**config.mk**
```make
export PLATFORM = sky130hd
export DESIGN_NAME = swact_act_reg
export DESIGN_NICKNAME = d
export VERILOG_FILES = /design/src/rtl/swact_pkg.sv /design/src/rtl/swact_bus_dec.sv /design/src/rtl/swact_flag_ctl.sv /design/src/rtl/swact_vec_store.sv /design/src/rtl/swact_act_reg.sv
export SDC_FILE = /design/constraint.sdc
export NUM_CORES = 1
export LEC_CHECK = 0
export CAP_MARGIN = 10
export CORE_AREA = 2 2 57 46
export CTS_CLUSTER_DIAMETER = 30
export DETAILED_ROUTE_END_ITERATION = 16
export DIE_AREA = 0 0 59 48
export GPL_ROUTABILITY_DRIVEN = 1
export PLACE_DENSITY = 0.82
export SYNTH_ARGS = -nofsm -noshare
export SYNTH_HDL_FRONTEND = slang
export SYNTH_HIERARCHICAL = 1
export SYNTH_SLANG_ARGS = --single-unit
```
**constraint.sdc**
```tcl
create_clock -name clk -period 1.8 [get_ports clk]
set_clock_uncertainty 0.2 [all_clocks]
set_input_delay 0.36 -clock clk [delete_from_list [all_inputs] [get_ports clk]]
set_output_delay 0.36 -clock clk [all_outputs]
set_load 0.05 [all_outputs]
```
**src/rtl/swact_pkg.sv**
```systemverilog
package swact_pkg;

    localparam int unsigned DEF_VEC_W    = 7;
    localparam int unsigned DEF_ADDR_W   = 16;
    localparam logic [15:0] DEF_VEC_BASE = 16'h0400;

    // Engine status bundle sampled each cycle
    typedef struct packed {
        logic busy;
        logic done;
        logic cnt_zero;
        logic chain_sel;
    } eng_stat_t;

    // Outcome of an end-of-transfer event for the enable flag
    typedef enum logic [1:0] {
        HW_IDLE     = 2'd0,
        HW_AUTO_CLR = 2'd1,
        HW_HOLD     = 2'd2
    } hw_evt_e;

    // Decoded CPU write intent
    typedef struct packed {
        logic set_en;
        logic clr_en;
        logic ld_vec;
    } cpu_cmd_t;

    function automatic hw_evt_e classify_end(input logic en, input eng_stat_t st);
        if (!en || !st.done) return HW_IDLE;
        if (st.cnt_zero || st.chain_sel) return HW_HOLD;
        return HW_AUTO_CLR;
    endfunction

endpackage

```
**src/rtl/swact_bus_dec.sv**
```systemverilog
module swact_bus_dec
    import swact_pkg::*;
#(
    parameter int unsigned VEC_W = DEF_VEC_W
) (
    input  logic               clk,
    input  logic               rst,
    input  logic               standby,
    input  logic               wr_en,
    input  logic               rd_en,
    input  logic [VEC_W:0]     wdata,
    input  logic               en_q,
    input  logic               irq_q,
    input  logic               eng_busy,
    input  hw_evt_e            hw_evt,
    input  logic [VEC_W:0]     reg_val,
    output cpu_cmd_t           cmd,
    output logic [VEC_W:0]     rdata
);
    localparam int unsigned EN_BIT = VEC_W;

    logic wr_one;
    logic hw_owns;

    assign wr_one  = wdata[EN_BIT];
    assign hw_owns = (hw_evt != HW_IDLE);

    // Lock and set decisions use the flag value before this write
    always_comb begin
        cmd        = '0;
        cmd.ld_vec = wr_en && !en_q;
        cmd.set_en = wr_en && !en_q && wr_one;
        cmd.clr_en = wr_en && en_q && !wr_one && irq_q && !eng_busy && !hw_owns;
    end

    always_ff @(posedge clk) begin
        if (rst || standby) begin
            rdata <= '0;
        end else if (rd_en) begin
            rdata <= reg_val;
        end
    end

endmodule

```
**src/rtl/swact_flag_ctl.sv**
```systemverilog
module swact_flag_ctl
    import swact_pkg::*;
(
    input  logic      clk,
    input  logic      rst,
    input  logic      standby,
    input  cpu_cmd_t  cmd,
    input  eng_stat_t stat,
    output logic      en_q,
    output logic      irq_q,
    output logic      act_req,
    output hw_evt_e   hw_evt
);

    assign hw_evt = classify_end(en_q, stat);

    always_ff @(posedge clk) begin
        if (rst || standby) begin
            en_q    <= 1'b0;
            irq_q   <= 1'b0;
            act_req <= 1'b0;
        end else begin
            act_req <= cmd.set_en;
            unique case (hw_evt)
                HW_AUTO_CLR: begin
                    en_q  <= 1'b0;
                    irq_q <= 1'b0;
                end
                HW_HOLD: begin
                    irq_q <= 1'b1;
                end
                default: begin
                    if (cmd.set_en) begin
                        en_q <= 1'b1;
                    end else if (cmd.clr_en) begin
                        en_q  <= 1'b0;
                        irq_q <= 1'b0;
                    end
                end
            endcase
        end
    end

endmodule

```
**src/rtl/swact_vec_store.sv**
```systemverilog
module swact_vec_store
    import swact_pkg::*;
#(
    parameter int unsigned           VEC_W    = DEF_VEC_W,
    parameter int unsigned           ADDR_W   = DEF_ADDR_W,
    parameter logic [ADDR_W-1:0]     VEC_BASE = ADDR_W'(DEF_VEC_BASE)
) (
    input  logic              clk,
    input  logic              rst,
    input  logic              standby,
    input  logic              ld_vec,
    input  logic [VEC_W-1:0]  vec_in,
    output logic [VEC_W-1:0]  vec_q,
    output logic [ADDR_W-1:0] vec_addr
);
    localparam int unsigned OFS_W = VEC_W + 1;

    logic [OFS_W-1:0] byte_ofs;

    always_ff @(posedge clk) begin
        if (rst || standby) begin
            vec_q <= '0;
        end else if (ld_vec) begin
            vec_q <= vec_in;
        end
    end

    assign byte_ofs = {vec_q, 1'b0};
    assign vec_addr = VEC_BASE + ADDR_W'(byte_ofs);

endmodule

```
**src/rtl/swact_act_reg.sv**
```systemverilog
module swact_act_reg
    import swact_pkg::*;
#(
    parameter int unsigned       VEC_W    = DEF_VEC_W,
    parameter int unsigned       ADDR_W   = DEF_ADDR_W,
    parameter logic [ADDR_W-1:0] VEC_BASE = ADDR_W'(DEF_VEC_BASE)
) (
    input  logic              clk,
    input  logic              rst,
    input  logic              hw_standby,
    input  logic              bus_wr,
    input  logic              bus_rd,
    input  logic [VEC_W:0]    bus_wdata,
    output logic [VEC_W:0]    bus_rdata,
    input  logic              eng_busy,
    input  logic              eng_done,
    input  logic              eng_cnt_zero,
    input  logic              eng_chain_sel,
    output logic              act_req,
    output logic [ADDR_W-1:0] vec_addr,
    output logic              done_irq
);
    eng_stat_t        stat;
    cpu_cmd_t         cmd;
    hw_evt_e          hw_evt;
    logic             en_q;
    logic             irq_q;
    logic [VEC_W-1:0] vec_q;
    logic [VEC_W:0]   reg_val;

    assign stat     = '{busy: eng_busy, done: eng_done,
                        cnt_zero: eng_cnt_zero, chain_sel: eng_chain_sel};
    assign reg_val  = {en_q, vec_q};
    assign done_irq = irq_q;

    swact_bus_dec #(.VEC_W(VEC_W)) i_dec (
        .clk      (clk),
        .rst      (rst),
        .standby  (hw_standby),
        .wr_en    (bus_wr),
        .rd_en    (bus_rd),
        .wdata    (bus_wdata),
        .en_q     (en_q),
        .irq_q    (irq_q),
        .eng_busy (eng_busy),
        .hw_evt   (hw_evt),
        .reg_val  (reg_val),
        .cmd      (cmd),
        .rdata    (bus_rdata)
    );

    swact_flag_ctl i_flag (
        .clk     (clk),
        .rst     (rst),
        .standby (hw_standby),
        .cmd     (cmd),
        .stat    (stat),
        .en_q    (en_q),
        .irq_q   (irq_q),
        .act_req (act_req),
        .hw_evt  (hw_evt)
    );

    swact_vec_store #(
        .VEC_W    (VEC_W),
        .ADDR_W   (ADDR_W),
        .VEC_BASE (VEC_BASE)
    ) i_vec (
        .clk      (clk),
        .rst      (rst),
        .standby  (hw_standby),
        .ld_vec   (cmd.ld_vec),
        .vec_in   (bus_wdata[VEC_W-1:0]),
        .vec_q    (vec_q),
        .vec_addr (vec_addr)
    );

endmodule

```
### After elaboration in Yosys (flattened, before gate mapping)

Index checks and enable logic that the tools add are counted.

| operators by class | value |
|---|---|
| reduce and logical (&&, ||, !) cells | 20 |
| shifts and indexed selects | 0 |
| bitwise gates (word level) | 1 |
| $mul | 0 |
| eq/ne operators | 3 |
| order comparisons | 0 |
| mux-type cells | 12 |
| div/mod/pow operators | 0 |
| add/subtract/negate cells | 1 |

Operator list:

| kind | number |
|---|---|
| $add A11 B8 Y12 const A | 1 |
| $mux W2 | 4 |
| $logic_and A1 B1 Y1 | 7 |
| $mux W1 | 6 |
| $reduce_bool A3 Y1 | 2 |
| $logic_not A1 Y1 | 5 |
| $pmux W1 S2 | 2 |
| $reduce_and A2 Y1 | 2 |
| $logic_or A1 B1 Y1 | 3 |
| $ne A3 B3 Y1 const B | 1 |
| $eq A2 B1 Y1 const B | 1 |
| $eq A2 B2 Y1 const B | 1 |
| $reduce_bool A2 Y1 | 1 |
| $not A1 Y1 | 1 |

| word-level totals | value |
|---|---|
| memories | 0 |
| input bits | 17 |
| bits in read-only memories | 0 |
| output and inout port bits | 26 |
| RAM bits | 0 |
| register bits after elaboration | 18 |
| latch bits | 0 |

### Depth between registers and ports, before layout

Gate-level depths: netlist (run 1).

| logic depth | value |
|---|---|
| depth after elaboration | 12 |
| gate-level depth with buffers | 7 |

### Modules after synthesis

The synthesis (run 1) kept the hierarchy.

By module, submodules not included:

| module | instances | cells an instance | area an instance (µm²) |
|---|---|---|---|
| swact_vec_store | 1 | 42 | 380.4 |
| swact_bus_dec | 1 | 31 | 322.8 |
| swact_flag_ctl | 1 | 15 | 118.9 |

### Worst setup path after synthesis (run 1)

No wires, ideal clock.

| timing | value |
|---|---|
| path kind | input port to flip-flop |
| start point | input port eng_chain_sel |
| end point | register i_flag.en_q |
| required time | 1481 ps |
| library setup time | 119 ps |
| path slack | 289 ps |
| cell stages on the path | 7 |
| buffers on the path | 0 |
| arrival time | 1191 ps |
| path through | nor2_1 nor2_1 nor4_1 and4_1 inv_1 o21ai_0 a21oi_1 |

RTL lines:

| item | RTL line | source |
|---|---|---|
| start: declaration | swact_act_reg.sv:18 | `input logic eng_chain_sel,` |
| end signal: assignment | swact_flag_ctl.sv:19 | `en_q <= 1'b0;` |
| end signal: assignment | swact_flag_ctl.sv:26 | `en_q <= 1'b0;` |
| end signal: assignment | swact_flag_ctl.sv:34 | `en_q <= 1'b1;` |
| end: declaration | swact_flag_ctl.sv:9 | `output logic en_q,` |

==> flow_summary.ini, run 1 <==
[status]
status = complete, no violations

[synthesis]
synth_top_cell_area_share_pct = 43.8
yosys_warnings = 6
ys_ff_latch = 18
ys_top_cells_by_area = dfxtp_1, mux2i_1, buf_4
synth_top_area_cell = dfxtp_1
syn_inst = 88
avgSynthCellArea_sq_um = 9.34
yosysUniqueCellTypes = 20
syn_area_sq_um = 822
ys_seq_area_share_pct = 43.8

[grt]
grt_max_degree = 11
first_global_vias = 616
grt_pass1_wl_um = 2630
grt-ovfl-total = 0
grt_antenna_before_repair = 0
grt_usage_pct = 12.6

[die]
core_area_sq_um = 2210
row_count = 15
die_area_sq_um = 2830
die_h_um = 48
start_util_pct = 37.1
io-pin-count = 43
die_w_um = 59

[drt]
wl_per_cell_um = 12.4
dr_total_vias = 652
via_per_inst = 4.66
drcViolationCount = 0
drt_wl_total_um = 1730
antenna_left = 0
firstDrtPassIters = 4
drtIter0Drc = 17

[cts]
path_clk_slew_ps = 110
numCtsBuffers = 3
cts.sinks = 18
htree_num_levels = 1
post-cts-setup-buffers = 0
cts_tree = done
insertion_delay_ps = 290
cts_root_buf = clkbuf_4
cts_buffer_depth = 2

[power_and_ir_drop]
clkPwrFrac_pct = 28.8
p_leak_nw = 0.525
p_int_w = 0.000608
pwr_density_cell_nw_per_um2 = 691
p_seq_share_pct = 49.3
combPwrFrac_pct = 21.8
switching_share_pct = 27.8
vdd_drop_max_mv = 0.221
p_switching_w = 0.000235

[timing]
postLayoutSetupSlackWorst_ps = 34.5
fin_crit_ps = 1770
fmax_mhz = 566
tns_ps = 0
drv_slew = 0
timing.final.crit_share_pct = 98.1
setup_viol = 0
final-hold-violation-count = 0

[critical_path]
criticalPathCategory = in2reg
crit_fanout = 2
crit_path_end_kind = flop
r2r-start = i_flag/en_q
critical_path_arrival_ps = 1760
start_kind = input pin
critPathLaunch = eng_cnt_zero
cp.required_ps = 1790

[placed_design]
port_buffers = 33
dpl_cell_area_sq_um = 1180
place_congestion = 0.755
place_ws_ps = -278
hpwl_um = 1350

[flow_run]
maxCapViolCount = 0

[finish]
area_growth_pct = 48.4
final_cell_area_sq_um = 1220
nNetsFinal = 133
final_cell_mix = dfxtp_1, nor2_1, clkdlybuf4s50_1, mux2i_1, buf_12
final_common_cell = dfxtp_1
drive_above_1_share_pct = 22.6
fillCellCount = 195
n_antenna_cell = 0

[worst_hold_path]
min_path_type = reg2reg
min_from = i_dec/rdata[2]
[per-stage QoR]
stage	hold WS, ps	utilization, %	instances	power (W)
floorplan	231	-	95	0.000552
global route	331	55.1	140	0.000876
CTS	312	54.9	140	0.000849
global placement	278	53.2	136	0.000605
detailed placement	287	53.2	136	0.000607
finish	309	55.1	140	0.000843
[synthesized netlist by cell type]
| cell type | instances |
|---|---|
| and2_1 | 1 |
| or2_0 | 1 |
| buf_2 | 1 |
| dfxtp_1 | 18 |
| inv_1 | 2 |
| nor4_1 | 1 |
| buf_6 | 1 |
| nor3_1 | 2 |
| conb_1 | 2 |
| clkbuf_2 | 1 |
| a21oi_1 | 2 |
| nor2b_1 | 1 |
| or2_1 | 1 |
| nor2_1 | 17 |
| o21ai_0 | 2 |
| a311o_1 | 1 |
| and4_1 | 1 |
| buf_4 | 17 |
| mux2i_1 | 15 |
| nand2_1 | 1 |
[repair_timing]
item | 4_1_cts | 5_1_grt
resized for setup | 0 | 4
hold buffers | 0 | 0
setup endpoints to repair | 0 | 2
[cells by family after synthesis]
group | after synthesis | share of synthesized area (%)
and+or+nand+nor | 26 | 14.3
muxes | 15 | 18.3
buffers and inverters | 22 | 19.0
other | 2 | 0.914
AOI/OAI and AO/OA | 5 | 3.65
DFF | 18 | 43.8
[power groups by stage]
stage | clock network [W] | registers (W) | logic (W)
after global placement | 0 | 0.000424 | 0.000180
after CTS | 0.000251 | 0.000416 | 0.000183
after floorplan | 0 | 0.000447 | 0.000105
after detailed placement | 0 | 0.000425 | 0.000182
final | 0.000243 | 0.000416 | 0.000184
after global routing | 0.000265 | 0.000417 | 0.000193
[sequential cells by signal, indices dropped and copies added (netlist names)]
name,count
i_flag/en_q,1
i_flag/act_req,1
i_flag/irq_q,1
i_vec/vec_q,7
i_dec/rdata,8
[worst max-delay path: stages]
cell and delay, ps:
clkdlybuf4s50_1 450, nor2_2 160, nor2_1 60, nor4_1 230, and4_1 220, inv_1 60, o21ai_1 130, a21oi_1 90
[layout make-up]
type / instances / area [sq um] / area share, %
Sequential cell: 18 / 360 / 29.5
Inverter: 2 / 7.51 / 0.615
Timing Repair Buffer: 36 / 448 / 36.7
Clock buffer: 4 / 36.3 / 2.97
Tap cell: 25 / 31.3 / 2.56
Multi-Input combinational cell: 55 / 337 / 27.6
[path summary, 6_finish.rpt]
| check | endpoint | slack [ps] | cells after the start |
|---|---|---|---|
| hold reg to reg | i_dec/rdata[2] | 310 | 2 |
| setup / recovery | i_flag/irq_q | 30 | 8 |
| hold / removal | i_dec/rdata[2] | 310 | 2 |
| setup reg to reg | i_flag/irq_q | 250 | 7 |
[layer usage]
metal  vias up  share of wire [%]  GRT usage, %  wire length [um]
met4         0               0.46          6.36                 8
met3         2                7.6          4.05               132
met5         -                  0             0                 0
met2        32                 49          22.4               843
met1       300                 43          14.0               746
li1        318                  -             -                 -
(Power assumes the default switching activity.)
==> run 2: changes to the inputs <==
--- a/config.mk
+++ b/config.mk
@@ -6,12 +6,14 @@
 export NUM_CORES = 1
 export LEC_CHECK = 0
 export CAP_MARGIN = 10
-export CORE_AREA = 2 2 57 46
+export CORE_AREA = 2 2 41 43
 export CTS_CLUSTER_DIAMETER = 30
+export CTS_CLUSTER_SIZE = 10
 export DETAILED_ROUTE_END_ITERATION = 16
-export DIE_AREA = 0 0 59 48
-export GPL_ROUTABILITY_DRIVEN = 1
-export PLACE_DENSITY = 0.82
+export DIE_AREA = 0 0 43 45
+export DONT_BUFFER_PORTS = 1
+export GPL_ROUTABILITY_DRIVEN = 0
+export PLACE_DENSITY = 0.78
 export SYNTH_ARGS = -nofsm -noshare
 export SYNTH_HDL_FRONTEND = slang
 export SYNTH_HIERARCHICAL = 1
==> flow_summary.ini, run 2 (synthesis results as in run 1) <==
[timing]
tns_ps = 0
fmax_mhz = 587
setup_viol = 0
fin_crit_ps = 1700
drv_slew = 0
final-hold-violation-count = 0
tightest_slew_ps = 543
timing.final.crit_share_pct = 94.6
slew_headroom_pct = 63.8

[finish]
multiInputGateArea_sq_um = 334
regArea_sq_um = 360
nNetsFinal = 101
n_antenna_cell = 0
final_cell_area_sq_um = 779
largest_reg_flops = 8
fillCellCount = 132
largest_register = i_dec/rdata
utilization_pct = 53.0
area_growth_pct = -5.17
largestRegisters = i_dec/rdata: 8 flops, i_vec/vec_q: 7 flops
final_cell_mix = dfxtp_1, nor2_1, mux2i_1, conb_1, clkbuf_4
final_common_cell = dfxtp_1
drive_above_1_share_pct = 7.32

[cts]
post-cts-setup-buffers = 0
insertion_delay_ps = 280
cts_root_buf = clkbuf_4
cts_tree = done
cts.sinks = 18
path_clk_slew_ps = 90
htree_num_levels = 1
cts_buffer_depth = 2
numCtsBuffers = 3

[grt]
first_global_vias = 542
grt_max_degree = 10
grt_antenna_before_repair = 0
grt_pass1_wl_um = 2150
grt_usage_pct = 14.9
grt-ovfl-total = 0

[die]
die_area_sq_um = 1940
die_w_um = 43
die_h_um = 45
io-pin-count = 43
row_count = 14
core_area_sq_um = 1470
start_util_pct = 55.9

[power_and_ir_drop]
p_int_w = 0.000508
clkPwrFrac_pct = 25.9
switching_share_pct = 28.4
combPwrFrac_pct = 12.3
p_switching_w = 0.000202
vdd_drop_max_mv = 0.417
p_leak_nw = 0.337
p_seq_share_pct = 61.8
pwr_density_cell_nw_per_um2 = 910

[critical_path]
cp.required_ps = 1830
crit_fanout = 6
path_cells = nor2b_2 > and2_1 > inv_1 > nor3_1 > dlygate4sd3_1
start_kind = flop
reg2reg_slack_ps = 100
r2r-start = i_flag/en_q
critPathLaunch = i_flag/en_q
cp_slowest_cell = dlygate4sd3_1
r2r_end = i_flag/act_req
crit_path_max_incr_delay_ps = 560
crit_end = i_flag/act_req
criticalPathCategory = reg2reg
rr_worst_depth = 5
critical_path_arrival_ps = 1730
crit_path_end_kind = flop

[drt]
antenna_left = 0
wl_per_cell_um = 14.2
drt_wl_total_um = 1390
drcViolationCount = 0
dr_total_vias = 522
drtIter0Drc = 14
firstDrtPassIters = 4
via_per_inst = 5.33

[worst_hold_path]
min_path_type = in2reg

[flow_run]
maxCapViolCount = 0

[placed_design]
port_buffers = 0
hpwl_um = 996
dpl_cell_area_sq_um = 734

[status]
status = complete, no violations
[run 2: changes by cell type in the layout (fill, tap and decap cells not counted), sizes merged]
cell           previous run  this run
buf                      20         2
clkdlybuf4s50            16         0
dlygate4sd3               0         2
clkbuf                    4         3
[run 2: worst max-delay path, delay by kind of cell, from the launching register on]
family                 cells  cell delay [ps]
AND/OR/NAND/NOR            3              460
buffers and inverters      2              610
flip-flops                 1              380
[run 2: area by class of cell]
class / count / share of cell area [%]
tap: 16 / 2.57
timing repair buffer: 4 / 4.49
multi-input combinational: 55 / 42.9
sequential: 18 / 46.2
inverter: 2 / 0.963
clock buffer: 3 / 2.89
[run 2: power by group through the flow]
stage               clock [W]  sequential [W]  combinational, W
detailed placement          0        0.000448         0.0000836
finish               0.000184        0.000439         0.0000871
global route         0.000220        0.000440         0.0000929
CTS                  0.000199        0.000439         0.0000863
global placement            0        0.000447         0.0000829
floorplan                   0        0.000447          0.000105
[run 2: layer usage]
layer	vias to the layer above	wire, um	track usage [%]
li1	252	-	-
met3	0	125	4.00
met2	33	671	26.7
met1	237	591	17.2
met5	-	0	0
met4	0	0	5.45
[run 2: what timing repair did]
action                                 in CTS  in global routing
endpoints found under the hold margin       1                  0
hold buffers                                2                  0
setup endpoints to repair                   0                  1
resized for setup                           0                  1
[run 2: worst min path at each step]
stage	from	to	slack, ps	depth (start not counted)
2_1_floorplan	rst	i_flag/act_req	230	1
3_3_place_gp	rst	i_flag/act_req	230	1
3_5_place_dp	rst	i_flag/act_req	240	1
4_1_cts	bus_wdata[5]	i_vec/vec_q[5]	20	2
5_1_grt	bus_wdata[3]	i_vec/vec_q[3]	10	2
6_report	bus_wdata[2]	i_vec/vec_q[2]	30	2
[run 2: per-stage QoR]
stage	cells	hold WS, ps	setup slack, ps	total power [W]
after CTS	98	15.5	87.9	0.000724
after detailed placement	93	235	181	0.000532
after floorplan	95	231	289	0.000552
after global routing	98	12.7	-13.5	0.000753
after global placement	93	233	259	0.000530
final	98	30.3	97.7	0.000709
==> run 3: changes to the inputs <==
--- a/config.mk
+++ b/config.mk
@@ -7,12 +7,11 @@
 export LEC_CHECK = 0
 export CAP_MARGIN = 10
 export CORE_AREA = 2 2 41 43
-export CTS_CLUSTER_DIAMETER = 30
+export CTS_CLUSTER_DIAMETER = 60
 export CTS_CLUSTER_SIZE = 10
 export DETAILED_ROUTE_END_ITERATION = 16
 export DIE_AREA = 0 0 43 45
 export DONT_BUFFER_PORTS = 1
-export GPL_ROUTABILITY_DRIVEN = 0
 export PLACE_DENSITY = 0.78
 export SYNTH_ARGS = -nofsm -noshare
 export SYNTH_HDL_FRONTEND = slang
==> results of run 3 <==
The final DEF is identical to that of run 2; final timing and power are the same.
